**src/rtl/uart_rx_pkg.sv**
```systemverilog
package uart_rx_pkg;

    typedef enum logic [1:0] {
        ST_HUNT,
        ST_START,
        ST_DATA,
        ST_STOP
    } rx_state_t;

    typedef struct packed {
        logic majority;
        logic start_ok;
        logic start_noise;
        logic data_noise;
    } vote_t;

endpackage

```
**src/rtl/rx_line_sync.sv**
```systemverilog
module rx_line_sync #(
    parameter int STAGES = 2
) (
    input  logic clk,
    input  logic rst_n,
    input  logic en,
    input  logic din,
    output logic dout
);
    logic [STAGES-1:0] chain;

    always_ff @(posedge clk or negedge rst_n) begin
        if (!rst_n)
            chain <= '1;
        else if (en)
            chain <= {chain[STAGES-2:0], din};
    end

    assign dout = chain[STAGES-1];
endmodule

```
**src/rtl/rx_sample_window.sv**
```systemverilog
module rx_sample_window #(
    parameter int OVERSAMPLE = 16,
    parameter int PW         = 5
) (
    input  logic          active,
    input  logic          start_phase,
    input  logic          smartcard,
    input  logic [PW-1:0] phase,
    output logic          take0,
    output logic          take1,
    output logic          decide
);
    localparam int MID = OVERSAMPLE / 2;
    localparam int E0  = (OVERSAMPLE * 3) / 16;
    localparam int E1  = (OVERSAMPLE * 5) / 16;
    localparam int E2  = (OVERSAMPLE * 7) / 16;

    logic          early;
    logic [PW-1:0] p0, p1, p2;

    always_comb begin
        early = start_phase && !smartcard;
        p0    = early ? PW'(E0) : PW'(MID);
        p1    = early ? PW'(E1) : PW'(MID + 1);
        p2    = early ? PW'(E2) : PW'(MID + 2);
        take0  = active && (phase == p0);
        take1  = active && (phase == p1);
        decide = active && (phase == p2);
    end
endmodule

```
**src/rtl/rx_vote.sv**
```systemverilog
module rx_vote
    import uart_rx_pkg::*;
(
    input  logic [2:0] pat,
    output vote_t      res
);
    logic a, b, c;

    always_comb begin
        a = pat[2];
        b = pat[1];
        c = pat[0];
        res.majority    = (a & b) | (a & c) | (b & c);
        res.start_ok    = (~a & ~b) | (~a & ~c) | (~b & ~c);
        res.start_noise = res.start_ok & (a | b | c);
        res.data_noise  = ~(a & b & c) & (a | b | c);
    end
endmodule

```
**src/rtl/uart_rx_recovery.sv**
```systemverilog
module uart_rx_recovery
    import uart_rx_pkg::*;
#(
    parameter int OVERSAMPLE      = 16,
    parameter int DATA_BITS       = 8,
    parameter int IDLE_HIGH_TICKS = 3,
    parameter int SYNC_STAGES     = 2
) (
    input  logic                 clk,
    input  logic                 rst_n,
    input  logic                 tick_en,
    input  logic                 rx_pin,
    input  logic                 smartcard_mode,
    output logic [DATA_BITS-1:0] rx_data,
    output logic                 rx_valid,
    output logic                 rx_noise,
    output logic                 rx_frame_err
);
    localparam int PW = $clog2(OVERSAMPLE + 1);
    localparam int BW = $clog2(DATA_BITS);
    localparam int HW = $clog2(IDLE_HIGH_TICKS + 1);
    localparam logic [PW-1:0] PH_ONE   = PW'(1);
    localparam logic [PW-1:0] PH_TWO   = PW'(2);
    localparam logic [PW-1:0] PH_LAST  = PW'(OVERSAMPLE);
    localparam logic [BW-1:0] LAST_BIT = BW'(DATA_BITS - 1);
    localparam logic [HW-1:0] HIGH_MAX = HW'(IDLE_HIGH_TICKS);

    rx_state_t              state, state_nx;
    logic [PW-1:0]          phase;
    logic [BW-1:0]          bit_idx;
    logic [HW-1:0]          high_cnt;
    logic [1:0]             samp;
    logic [DATA_BITS-1:0]   shreg;
    logic                   noise_acc;
    logic                   line;
    logic                   take0, take1, decide;
    logic                   hunt_edge, phase_end;
    vote_t                  vote;

    rx_line_sync #(.STAGES(SYNC_STAGES)) u_sync (
        .clk  (clk),
        .rst_n(rst_n),
        .en   (tick_en),
        .din  (rx_pin),
        .dout (line)
    );

    rx_sample_window #(.OVERSAMPLE(OVERSAMPLE), .PW(PW)) u_window (
        .active     (state != ST_HUNT),
        .start_phase(state == ST_START),
        .smartcard  (smartcard_mode),
        .phase      (phase),
        .take0      (take0),
        .take1      (take1),
        .decide     (decide)
    );

    rx_vote u_vote (
        .pat({samp[1], samp[0], line}),
        .res(vote)
    );

    assign hunt_edge = (state == ST_HUNT) && (high_cnt == HIGH_MAX) && !line;
    assign phase_end = (phase == PH_LAST);

    // next-state logic
    always_comb begin
        state_nx = state;
        if (tick_en) begin
            unique case (state)
                ST_HUNT:  if (hunt_edge) state_nx = ST_START;
                ST_START: begin
                    if (decide && !vote.start_ok) state_nx = ST_HUNT;
                    else if (phase_end)           state_nx = ST_DATA;
                end
                ST_DATA:  if (phase_end && bit_idx == LAST_BIT) state_nx = ST_STOP;
                ST_STOP:  if (decide) state_nx = ST_HUNT;
                default:  state_nx = ST_HUNT;
            endcase
        end
    end

    // state register
    always_ff @(posedge clk or negedge rst_n) begin
        if (!rst_n) state <= ST_HUNT;
        else        state <= state_nx;
    end

    // datapath and outputs
    always_ff @(posedge clk or negedge rst_n) begin
        if (!rst_n) begin
            phase        <= PH_ONE;
            bit_idx      <= '0;
            high_cnt     <= '0;
            samp         <= '0;
            shreg        <= '0;
            noise_acc    <= 1'b0;
            rx_data      <= '0;
            rx_noise     <= 1'b0;
            rx_frame_err <= 1'b0;
        end else if (tick_en) begin
            if (take0) samp[1] <= line;
            if (take1) samp[0] <= line;
            phase <= phase_end ? PH_ONE : phase + PH_ONE;
            unique case (state)
                ST_HUNT: begin
                    if (hunt_edge) begin
                        phase        <= PH_TWO;
                        high_cnt     <= '0;
                        rx_noise     <= 1'b0;
                        rx_frame_err <= 1'b0;
                    end else if (!line) begin
                        high_cnt <= '0;
                    end else if (high_cnt != HIGH_MAX) begin
                        high_cnt <= high_cnt + HW'(1);
                    end
                end
                ST_START: begin
                    if (decide) begin
                        noise_acc <= vote.start_noise;
                        bit_idx   <= '0;
                    end
                end
                ST_DATA: begin
                    if (decide) begin
                        shreg     <= {vote.majority, shreg[DATA_BITS-1:1]};
                        noise_acc <= noise_acc | vote.data_noise;
                    end
                    if (phase_end) bit_idx <= bit_idx + BW'(1);
                end
                ST_STOP: begin
                    if (decide) begin
                        rx_data      <= shreg;
                        rx_noise     <= noise_acc | vote.data_noise;
                        rx_frame_err <= !vote.majority;
                        high_cnt     <= '0;
                    end
                end
                default: ;
            endcase
        end
    end

    always_ff @(posedge clk or negedge rst_n) begin
        if (!rst_n) rx_valid <= 1'b0;
        else        rx_valid <= tick_en && (state == ST_STOP) && decide;
    end
endmodule

```
**config.mk**
```make
export PLATFORM = sky130hd
export DESIGN_NAME = uart_rx_recovery
export DESIGN_NICKNAME = d
export VERILOG_FILES = /design/src/rtl/uart_rx_pkg.sv /design/src/rtl/rx_line_sync.sv /design/src/rtl/rx_sample_window.sv /design/src/rtl/rx_vote.sv /design/src/rtl/uart_rx_recovery.sv
export SDC_FILE = /design/constraint.sdc
export NUM_CORES = 1
export LEC_CHECK = 0
export ABC_AREA = 1
export BUFFER_PORTS_ARGS = -buffer_cell sky130_fd_sc_hd__buf_2
export CAP_MARGIN = 10
export CORE_MARGIN = 3
export CORE_UTILIZATION = 40
export DETAILED_ROUTE_END_ITERATION = 8
export GPL_TIMING_DRIVEN = 0
export PLACE_DENSITY = 0.61
export SYNTH_ARGS = -nofsm -noshare
export SYNTH_HDL_FRONTEND = slang
export SYNTH_HIERARCHICAL = 1
export SYNTH_SLANG_ARGS = --single-unit
```
**constraint.sdc**
```tcl
create_clock -name clk -period 4.65 [get_ports clk]
set_input_delay 0.2325 -clock clk [delete_from_list [all_inputs] [get_ports clk]]
set_output_delay 0.2325 -clock clk [all_outputs]
set_load 0.005 [all_outputs]
```
==> Word level (Yosys, flattened, before mapping) <==
Index checks and enable logic that the tools add are counted.
{ "op_classes": {"reduce_logical": 27, "eq_ne": 18, "muxes": 26, "bitwise": 20, "add_sub_neg": 3} }
{ "ops": {"columns": ["operator", "count"], "rows": [
  ["$mux W2", 8],
  ["$reduce_and A4 Y1", 4],
  ["$eq A5 B5 Y1", 3],
  ["$mux W5", 3],
  ["$ne A2 B2 Y1 const B", 7],
  ["$mux W4", 3],
  ["$logic_and A1 B1 Y1", 10],
  ["$and A1 B1 Y1", 9],
  ["$pmux W2 S4", 1],
  ["$or A1 B1 Y1", 7],
  ["$eq A2 B2 Y1 const B", 3],
  ["$mux W3", 2],
  ["$pmux W1 S2", 3],
  ["$pmux W3 S2", 1],
  ["$reduce_and A3 Y1", 2],
  ["$reduce_bool A2 Y1", 3],
  ["$add A5 B1 Y5 const B", 1],
  ["$eq A5 B5 Y1 const B", 1],
  ["$reduce_and A5 Y1", 1],
  ["$logic_not A1 Y1", 4],
  ["$mux W1", 4],
  ["$ne A4 B4 Y1 const B", 1],
  ["$not A1 Y1", 4],
  ["$pmux W2 S2", 1],
  ["7 further kinds", 8]
]} }
{ "totals": {"register_bits": 36, "output_inout_bits": 11, "elab_cells": 107, "input_bits": 5} }

==> Longest topological paths before layout <==
Gate-level depths: netlist of run 1.
{ "logic_depth": {"ltp_word": 8, "depth_mapped": 14, "depth_no_buf": 14} }

==> Cells and area by module <==
The synthesis of run 1 kept the hierarchy.
{ "by_module_without_submodules": {"columns": ["mod", "area_per_inst_um2", "cells_per_inst", "n_inst", "seq_area_each_um2"], "rows": [
  ["uart_rx_recovery", 1756.7, 188, 1, 852.1],
  ["rx_sample_window", 120.1, 29, 1, 0.0],
  ["rx_line_sync", 78.8, 9, 1, 52.6],
  ["rx_vote", 55.1, 13, 1, 0.0]
]} }

==> Worst setup path after synthesis of run 1 <==
OpenSTA, ideal clock, no wires.
{ "synth_path": {"path_type": "register -> register", "from": "reg state[0]", "to": "reg rx_noise", "slack_ns": 2.806, "setup_time_ns": 0.123, "stages_incl_launch_ff": 15, "n_path_buf": 0, "required_ns": 4.527, "period_less_slack_ns": 1.844, "arrival_ns": 1.720, "cell_sequence": "dfrtp_1 -> inv_1 -> ha_1 -> inv_2 -> nand2_1 -> nor2_1 -> nand3_1 -> nor2_1 -> inv_1 -> nand2_1 -> nand2_1 -> nor2_4 -> nand2_2 -> nand2_1 -> o21ai_1"} }
{ "synth_via": {"elab_chain_len": 7, "word_cells_on_any_way": 15, "cone_classes": "eq/ne: 5; mux: 2; reduce/logical: 8"} }
{ "synth_lines": {"columns": ["element", "line", "source"], "rows": [
  ["start, declared", "uart_rx_recovery.sv:28", "rx_state_t state, state_nx;"],
  ["start signal, assigned", "uart_rx_recovery.sv:86", "else state <= state_nx;"],
  ["$eq A2 B1 Y1", "uart_rx_recovery.sv:50", ".start_phase(state == ST_START),"],
  ["$logic_and A1 B1 Y1", "rx_sample_window.sv:22", "early = start_phase && !smartcard;"],
  ["$mux W4", "rx_sample_window.sv:25", "p2 = early ? PW'(E2) : PW'(MID + 2);"],
  ["$eq A5 B5 Y1", "rx_sample_window.sv:28", "decide = active && (phase == p2);"],
  ["$logic_and A1 B1 Y1 *", "rx_sample_window.sv:28", null],
  ["named net decide", "uart_rx_recovery.sv:36", "logic take0, take1, decide;"],
  ["$ne A2 B2 Y1 (no line) *", null, null],
  ["$reduce_and A4 Y1 (no line) *", null, null],
  ["end signal, assigned", "uart_rx_recovery.sv:134", "rx_noise <= noise_acc | vote.data_noise;"],
  ["end, declared", "uart_rx_recovery.sv:16", "output logic rx_noise,"]
]} }
Mark *: on every way through the listed nets, which the timed path passes. The rest lies on a longest branch.
A chain may end at the register's enable or synchronous reset.

==> Worst setup path after layout of run 1 <==
Same ends and word-level chain as after synthesis.

==> results.md, run 1 <==
* Final Skew at 6.89 ps
* CTS Buf Count at 5
* RSZ-0062 raised after global routing: false
* Cell-internal power at 639 uW
* First-pass GRT wire length at 6800 um
* Met2 GRT Util at 22.8%
* Sequential area share after synthesis at 45.0%
* Die area at 5910 um2
* Gr usage total at 14.3%
* Vias in the first global route at 1537
* IO Pins at 16
* Core ar. at 4790 um2
* Worst min-delay path category: in -> async
* Drt via density at 4.55
* Leak pwr at 0.00114 uW
* Mapped Cells at 239
* Fin crit share at 46.6%
* Drc violations at 0
* CTS tree: yes
* Final net count at 276
* Hold WS at 29.1 ps
* Dpl hpwl at 2760 um
* Sw Pwr at 433 uW
* Post-CTS Setup Bufs at 0
* Reg2reg start: state[0]
* Met3 usage in global routing at 3.52%
* Syn_area_per_cell at 8.41 um2
* Routed via count at 1496
* Largest net degree at the start of global routing at 37
* Starting DRC count in detailed routing at 85
* Library cells used by synthesis at 27
* Final Max Slew Viols at 0
* Max-cap violation count at 0
* Worst R2R Setup Slack at 2480 ps
* Max-slew headroom at 45.8%
* Area grow syn2layout at 12.6%
* Clock Sink Count at 36
* PortBufs at 15
* Yosys Warn Count at 6
* DIE WIDTH at 76.9 um
* Peak Freq at 0.462 GHz
* Placer Congestion at 0.781
* Sw frac at 40.4%
* Power Density at 474 nW/um2
* Initial Util at 42.0%
* Clk pwr share at 21.6%
* Worst reg2reg path depth at 14
* Root buf cell: clkbuf_8
* Setup violators final at 0
* Crit path DAT at 2340 ps
* Max rail drop VDD at 0.000155 V
* Row count at 25
* Diodes inserted at 0
* Die Y-Extent at 76.9 um
* Worst skew pair latency at 290 ps
* H-Tree Level Count at 2
* Post-Syn Nets at 254
* Yosys reg bits at 36
* Seq pwr share at 41.2%
* Initial antenna violation count at 0
* Maximum buffer depth of the clock tree at 2
* Pre-antenna DRT Iters at 4
* Final ANT Viol Nets at 0
* CP Launch Type: flop
* Setup tns final at 0 ps
* Drt wl/cell at 11.3 um
* Grt ovf at 0
* Global route hottest layer: met2
* Layout cells sized above 1 at 25.2%
* Mapped Area at 2010 um2
* WL final at 3710 um
* RR Endpoint: rx_noise
* Tightest Pin Transition at 812 ps
* Clk slew on worst S/H paths at 70 ps
* Crit end category: flop
* Cts repair resizes at 0
* Comb power frac at 37.2%
* Hold-fix buffers at CTS at 0
* Final hold violation count at 0
* Status: finished clean
* CP Max Fanout at 6
* Min Tclk post-route at 2170 ps
* Worst Setup Path Type: reg -> reg
* CP required at 4830 ps
* Grt met1 use at 18.2%
[synthesized netlist by cell type]
| master | count | area (um2) |
|---|---|---|
| nand2_1 | 68 | 255 |
| dfrtp_1 | 33 | 826 |
| inv_1 | 31 | 116 |
| o21ai_2 | 17 | 149 |
| nor2_1 | 16 | 60.1 |
| nand3_1 | 12 | 60.1 |
| ha_1 | 10 | 125 |
| nand2_2 | 7 | 43.8 |
| inv_2 | 6 | 22.5 |
| o21ai_1 | 6 | 30.0 |
| buf_6 | 4 | 45.0 |
| o21ai_0 | 4 | 20.0 |
| a21oi_1 | 3 | 15.0 |
| dfstp_2 | 3 | 78.8 |
| nand4_1 | 3 | 18.8 |
| xor2_1 | 3 | 26.3 |
| a31oi_1 | 2 | 12.5 |
| nor2_4 | 2 | 22.5 |
| a21oi_2 | 1 | 8.76 |
| a22oi_1 | 1 | 7.51 |
| a31oi_4 | 1 | 21.3 |
| inv_4 | 1 | 6.26 |
| nand2_4 | 1 | 11.3 |
| nand3_2 | 1 | 10.0 |
| nor3_1 | 1 | 5.00 |
| o31ai_1 | 1 | 7.51 |
| or2_1 | 1 | 6.26 |
[how the worst max path moves through the flow]
stage / startpoint / end / slack [ps] / cells past startpoint
2_1_floorplan: state[0] / rx_noise / 2810 / 14
3_3_place_gp: state[0] / bit_idx[0] / 2560 / 14
3_5_place_dp: state[0] / bit_idx[0] / 2520 / 14
4_1_cts: state[0] / bit_idx[0] / 2490 / 14
5_1_grt: state[0] / state[0] / 2250 / 14
6_report: state[0] / rx_noise / 2480 / 14
[metal layers]
layer	vias up	part of all wire [%]	wire length, um
li1	794	-	-
met1	679	50	1850
met2	17	46	1690
met3	6	2.5	93
met4	0	1.9	70
met5	-	0	0
[sequential cells by signal, indices dropped and copies added, names as in the netlist, named ones only]
| name | flops |
|---|---|
| high_cnt | 2 |
| bit_idx | 3 |
| samp | 2 |
| noise_acc | 1 |
| rx_frame_err | 1 |
| rx_noise | 1 |
| rx_valid | 1 |
| u_sync/chain | 2 |
| state | 1 |
| rx_data | 8 |
| shreg | 8 |
| phase | 5 |
[placed cells by master (no fill, tap or decap)]
cell	n
a21oi_1	3
a21oi_2	1
a22oi_1	1
a31oi_1	2
a31oi_4	1
buf_2	15
buf_6	4
clkbuf_1	1
clkbuf_8	6
clkinvlp_4	1
dfrtp_1	33
dfstp_2	3
ha_1	10
inv_1	31
inv_2	6
inv_4	1
nand2_1	68
nand2_2	7
nand2_4	1
nand3_1	12
nand3_2	1
nand4_1	3
nor2_1	16
nor2_4	2
nor3_1	1
o21ai_0	4
o21ai_1	6
o21ai_2	17
o31ai_1	1
or2_1	1
xor2_1	3
[critical path, cell delays in order, from the launching register on]
cell and delay (ps):
dfrtp_1 450, inv_1 110, ha_1 290, inv_2 90
nand2_1 90, nor2_1 100, nand3_1 80, nor2_1 240
inv_1 70, nand2_1 80, nand2_1 80, nor2_4 170
nand2_2 90, nand2_1 60, o21ai_1 60
[area by class of cell]
type	instances	area (um2)
clock buffer	7	86.3
inverter	38	145
buffer	4	45.0
sequential	36	905
clock inverter	1	7.51
timing repair buffer	15	75.1
fill	473	2520
tap	67	83.8
multi-input combinational	161	916
[kinds of logic (layout without fill, tap and decap cells)]
kind of cell / count (synthesis) / after routing / synth area share (%)
and+or+nand+nor: 112 / 112 / 24.5
buffers and inverters: 42 / 65 / 9.46
AOI/OAI and AO/OA: 36 / 36 / 13.5
DFF: 36 / 36 / 45.0
adders and majority gates: 10 / 10 / 6.22
xor gates and xnor gates: 3 / 3 / 1.31
[metrics by stage]
stage / instances / total power, uW / cell area (um2) / setup WS, ps / utilization, %
5_1_grt: 329 / 1180 / 2260 / 2250 / 47.3
4_1_cts: 329 / 1090 / 2260 / 2490 / 47.3
6_report: 329 / 1070 / 2260 / 2480 / 47.3
3_3_place_gp: 321 / 833 / 2170 / 2560 / 45.3
3_5_place_dp: 321 / 847 / 2170 / 2520 / 45.3
2_1_floorplan: 239 / 751 / 2010 / 2810 / -
[power by group through the flow]
| stage | sequential [uW] | combinational, uW | clock [uW] |
|---|---|---|---|
| final | 442 | 398 | 232 |
| after detailed placement | 448 | 400 | 0 |
| after global placement | 445 | 388 | 0 |
| after global routing | 455 | 465 | 256 |
| after floorplan | 431 | 320 | 0 |
| after CTS | 443 | 403 | 242 |
Power figures use the tool's default switching activity.
==> inputs of run 2 (changes only) <==
Settings changed: ABC_AREA 1 to 0.
Clock period 4.65 ns to 2 ns, I/O delays scaled along.
==> run 2 against run 1 <==
The flow now finishes with violations (negative setup slack). Sequential power increased by 140%. Via count increased by 3.3%. Global-route usage increased by 1.1 points. Synthesized area decreased by 2.6%. Sequential cell count unchanged. Register-to-register slack got worse by 2700 ps. Critical path depth decreased by 5. Utilization increased by 7.9 points. Sequential share of layout area decreased by 3.8 points. Setup slack got worse by 2700 ps. Routed wire length increased by 19%. Largest cell class unchanged. Critical path type unchanged.
==> results.md, run 2 <==
* Final net count at 231
* Worst Path Buf+Inv at 1
* Syn_area_per_cell at 11.1 um2
* Gr usage total at 15.3%
* Clock Sink Count at 36
* IO Pins at 16
* Most frequent cells in the layout: dfrtp_1 (32), mux2_2 (20), buf_2 (16)
* RSZ-0062 raised after global routing: true
* Min Tclk post-route at 2210 ps
* Setup WS post-layout at -207 ps
* Final hold violation count at 0
* Dpl hpwl at 2770 um
* Hold path cells at 2
* Worst R2R Setup Slack at -210 ps
* CP Launch Type: flop
* CP Max Fanout at 3
* Final ANT Viol Nets at 0
* RR Endpoint: rx_frame_err
* CP required at 2170 ps
* Die Y-Extent at 76.0 um
* Max-cap violation count at 0
* Max rail drop VDD at 0.000581 V
* Sequential area share after synthesis at 46.2%
* Diodes inserted at 0
* Asr flop ratio synth at 100%
* Tightest Pin Transition at 791 ps
* Worst skew pair latency at 290 ps
* Leak pwr at 0.00118 uW
* Post-synthesis mux area share at 13.7%
* Drt wl/cell at 15.7 um
* Commonest non-fill, non-tap cell in the layout: dfrtp_1
* Worst min-delay path category: in -> reg
* Violated checks: negative setup slack
* Yosys reg bits at 36
* Most common cell in the netlist: dfrtp_1
* Final Max Slew Viols at 0
* Clk slew on worst S/H paths at 70 ps
* Setup tns final at -2140 ps
* Hold WS at 48.4 ps
* Final core occ at 55.2%
* Post-synthesis simple-gate area fraction at 16.6%
* Drc violations at 0
* Root buf cell: clkbuf_8
* Maximum buffer depth of the clock tree at 2
* Crit path DAT at 2380 ps
* Layout cells sized above 1 at 42.9%
* Crit end category: flop
* Area grow syn2layout at 27.8%
* PortBufs at 15
* Drt via density at 5.48
* Max-slew headroom at 47.2%
* Mapped Cells at 177
* CTS tree: yes
* Die area at 5770 um2
* Core ar. at 4530 um2
* Fin crit share at 110%
* Post-Syn Nets at 192
* Largest family of logic cells by synthesized area: simple AND/OR/NAND/NOR gates
* Setup violators final at 17
* Status: finished, violations left
* EDFF count, synth at 0
* Routed via count at 1546
* Post-synthesis compound-gate area fraction at 13.1%
* Min-delay src: rx_pin
* DIE WIDTH at 76.0 um
* Top cells by area, synth: dfrtp_1 (42%), mux2_2 (12%), ha_1 (6.4%)
* Fillers at 413
* Post-synthesis xor/xnor area fraction at 0.447%
* Initial antenna violation count at 0
* Power Density at 1180 nW/um2
* Starting DRC count in detailed routing at 81
* H-Tree Level Count at 2
* Row count at 24
* Placer Congestion at 0.779
* Grt ovf at 0
* Pre-antenna DRT Iters at 4
* Area leader, netlist: dfrtp_1
* Yosys Warn Count at 6
* Mapped Area at 1960 um2
* Adder-cell area share of the yosys netlist at 6.39%
* Peak Freq at 0.453 GHz
* WL final at 4420 um
* CTS Buf Count at 5
* Delay-heaviest family, CP: simple AND/OR/NAND/NOR gates
* Worst Setup Path Type: reg -> reg
* Library cells used by synthesis at 47
* Largest net degree at the start of global routing at 37
* Largest regs: rx_data (8), shreg (8), phase (5)
* Critical path's largest stage delay at 400 ps
* Crit-path cells: inv_2, ha_4, and4bb_2, nand4_1, o21ai_4, nor2b_2, or3_4, a21oi_4, mux2_4
* Slowest CP cell: dfrtp_1
* Synth top area share at 42.2%
* Commonest cells in the synthesized netlist: dfrtp_1 (33), mux2_2 (21), nand2_1 (13)
* Worst hold endpoint: u_sync/chain[0]
* Worst reg2reg path depth at 9
* Post-Place Setup Slack at -468 ps
* Vias in the first global route at 1544
* Initial Util at 43.2%
* First-pass GRT wire length at 7170 um
* Top_reg_cell synth: dfrtp_1
* Final Skew at 6.05 ps
run 2: kinds of logic (layout without fill, tap and decap cells):
family	count (synthesis)	after routing
multiplexers	24	24
AO/OA/AOI/OAI	39	39
adder cells (fa/ha/maj)	10	10
AND/OR/NAND/NOR	50	51
flip-flops	36	36
XOR/XNOR	1	1
buffers and inverters	17	56
run 2: power breakdown:
group / total (uW) / internal [uW] / switching [uW]
Sequential: 1060 / 861 / 202
Combinational: 1250 / 635 / 617
Clock: 636 / 369 / 267
run 2: stage by stage:
stage | std cells | cell area [um2] | power, uW
finish | 282 | 2500 | 2950
global route | 282 | 2500 | 3110
CTS | 276 | 2410 | 2840
detailed placement | 257 | 2150 | 1990
global placement | 257 | 2150 | 1920
floorplan | 177 | 2000 | 1750
run 2: what timing repair did:
action,CTS,global route
endpoints found under the hold margin,33,0
cloned,0,1
buffers inserted,10,6
endpoints found under the setup margin,27,18
pin swaps,6,6
gates resized for setup,13,11
hold buffers,1,0
run 2: routing by layer:
| layer | up-vias | GRT usage, % | share of wire [%] |
|---|---|---|---|
| li1 | 722 | - | - |
| met1 | 780 | 18.8 | 44 |
| met2 | 34 | 25.9 | 51 |
| met3 | 10 | 3.91 | 3.2 |
| met4 | 0 | 6.16 | 2.1 |
| met5 | - | 0 | 0 |
run 2: cell type report:
cell class | count | area [um2] | share of cell area (%)
well taps | 65 | 81.3 | 3.25
clock inverters | 3 | 42.5 | 1.70
clock buffers | 5 | 68.8 | 2.75
flip-flops and latches | 36 | 906 | 36.2
multi-input cells | 125 | 1120 | 44.9
plain buffers | 4 | 21.3 | 0.850
repair buffers | 31 | 209 | 8.35
inverters | 13 | 51.3 | 2.05
run 2: how the worst max path moves through the flow:
stage | to | slack, ps | depth (start not counted)
4_1_cts | rx_frame_err | -180 | 9
3_3_place_gp | rx_frame_err | -410 | 10
3_5_place_dp | rx_frame_err | -470 | 10
6_report | rx_frame_err | -210 | 9
5_1_grt | rx_frame_err | -240 | 10
2_1_floorplan | rx_frame_err | -210 | 10
==> inputs of run 3 (changes only) <==
Settings changed: MAX_ROUTING_LAYER set to met4.
==> run 3 against run 2 <==
Register-to-register slack is essentially flat. Largest power group unchanged. Worst hold slack is essentially flat. Final cell count is the same. Sequential cell count is the same. The run still ends with negative setup slack left. Clock skew shrank 3.1 ps. Die area is the same.
==> results.md, run 3 (synthesized netlist as in run 2, its figures left out) <==
* Status: finished, violations left
* Violated checks: negative setup slack
* Sw Pwr at 1090 uW
* Grt ovf at 0
* Min Tclk post-route at 2200 ps
* Seq pwr share at 36.0%
* DR WL met3 at 194 um
* WL final at 4450 um
* Cell-internal power at 1860 uW
* Die area at 5770 um2
* Initial Util at 43.2%
* Drt via density at 5.51
* H-Tree Level Count at 2
* Worst R2R Setup Slack at -200 ps
* Critical path's largest stage delay at 400 ps
* Worst min-delay path category: in -> reg
* Starting DRC count in detailed routing at 84
* Gr usage total at 15.8%
* First-pass GRT wire length at 7180 um
* Crit path DAT at 2380 ps
* Final hold violation count at 0
* Met2 wire len at 2240 um
* RSZ-0062 raised after global routing: true
* CTS tree: yes
* Leak pwr at 0.00118 uW
* Peak Freq at 0.454 GHz
* Worst Path Buf+Inv at 1
* Drc violations at 0
* CP Launch Type: flop
* IO Pins at 16
* Setup violators final at 17
* CTS Buf Count at 5
* Final core occ at 55.2%
* Largest net degree at the start of global routing at 37
* Max rail drop VDD at 0.000592 V
* Worst Setup Path Type: reg -> reg
* Delay-heaviest family, CP: simple AND/OR/NAND/NOR gates
* Placer Congestion at 0.790
* Post-Place Setup Slack at -468 ps
* Crit-path cells: inv_2, ha_4, and4bb_2, nand4_1, o21ai_4, nor2b_2, or3_4, a21oi_4, mux2_4
* Clk slew on worst S/H paths at 70 ps
* Fin crit share at 110%
* Worst reg2reg path depth at 9
* Crit path capture: rx_frame_err
* Final ANT Viol Nets at 0
* Vias in the first global route at 1539
* Drt wl/cell at 15.8 um
* Final net count at 231
* Pre-antenna DRT Iters at 4
* Final Skew at 2.96 ps
* Routed via count at 1555
* Slowest CP cell: dfrtp_1
* Top sig layer: met4
* Hold WS at 48.3 ps
* Tightest Pin Transition at 789 ps
* Row count at 24
* Post-Layout Inst Area at 2500 um2
* Layout cells sized above 1 at 42.9%
* Diodes inserted at 0
* DIE WIDTH at 76.0 um
* Largest regs: rx_data (8), shreg (8), phase (5)
* RR Endpoint: rx_frame_err
* Dpl hpwl at 2770 um
* Crit end category: flop
* Sw frac at 36.9%
* Fillers at 413
* Initial antenna violation count at 0
* Commonest non-fill, non-tap cell in the layout: dfrtp_1
* Max-slew headroom at 47.4%
* CP required at 2180 ps
* Root buf cell: clkbuf_8
* Clk pwr share at 21.6%
* Most frequent cells in the layout: dfrtp_1 (32), mux2_2 (20), buf_2 (16)
* Setup tns final at -2200 ps
* Final Max Slew Viols at 0
* Area grow syn2layout at 27.8%
* Power Density at 1180 nW/um2
* Comb power frac at 42.4%
* Worst skew pair latency at 290 ps
* Core ar. at 4530 um2
* Placed cell areas at 2150 um2
* Clock Sink Count at 36
* Maximum buffer depth of the clock tree at 2
* Setup WS post-layout at -204 ps
* WP depth at 9
* Max-cap violation count at 0
* CP Max Fanout at 3
* Die Y-Extent at 76.0 um
* PortBufs at 15
* DRT met1 WL at 1920 um
==> run 3: cell counts in the layout (fill, tap and decap cells not counted) <==
No cell type changed its count.
==> run 3: worst min-delay path by stage <==
stage / slack, ps / depth (start not counted) / start / end
detailed placement: 220 / 1 / rst_n / shreg[1]
global placement: 210 / 1 / rst_n / shreg[1]
finish: 50 / 2 / rx_pin / u_sync/chain[0]
global route: 50 / 2 / rx_pin / u_sync/chain[0]
CTS: 50 / 2 / rx_pin / u_sync/chain[0]
floorplan: -200 / 0 / rst_n / async pin
==> run 3: layout make-up <==
class                      count  area [um2]  area share [%]
multi-input combinational    125        1120            44.9
clock inverter                 3        42.5            1.70
sequential                    36         906            36.2
inverter                      13        51.3            2.05
clock buffer                   5        68.8            2.75
tap                           65        81.3            3.25
buffer                         4        21.3           0.850
timing repair buffer          31         209            8.35
==> run 3: worst reg2reg max path, stage by stage, from the launching register on <==
cell,delay (ps)
dfrtp_1,400
inv_2,120
ha_4,170
and4bb_2,240
nand4_1,150
o21ai_4,120
nor2b_2,70
or3_4,360
a21oi_4,160
mux2_4,310
==> run 3: timing repair <==
action / 4_1_cts / 5_1_grt
endpoints found under the hold margin: 33 / 0
hold buffers: 1 / 0
buffers inserted: 10 / 6
cloned: 0 / 1
resized for setup: 13 / 11
setup endpoints to repair: 27 / 18
pin swaps: 6 / 6
==> run 3: power groups by stage <==
stage | Combinational, uW | Clock [uW] | Sequential (uW)
after CTS | 1130 | 653 | 1050
after global placement | 875 | 0 | 1050
after floorplan | 737 | 0 | 1010
final | 1250 | 638 | 1060
after global routing | 1340 | 680 | 1090
after detailed placement | 924 | 0 | 1060
==> run 3: through the flow <==
stage / power, uW / instances
2_1_floorplan: 1750 / 177
3_3_place_gp: 1920 / 257
3_5_place_dp: 1990 / 257
4_1_cts: 2840 / 276
5_1_grt: 3120 / 282
6_report: 2950 / 282
==> run 3: layer usage <==
metal	up-vias	global-route usage, %
li1	727	-
met1	767	18.8
met2	49	25.9
met3	12	3.91
met4	0	6.16
met5	-	-
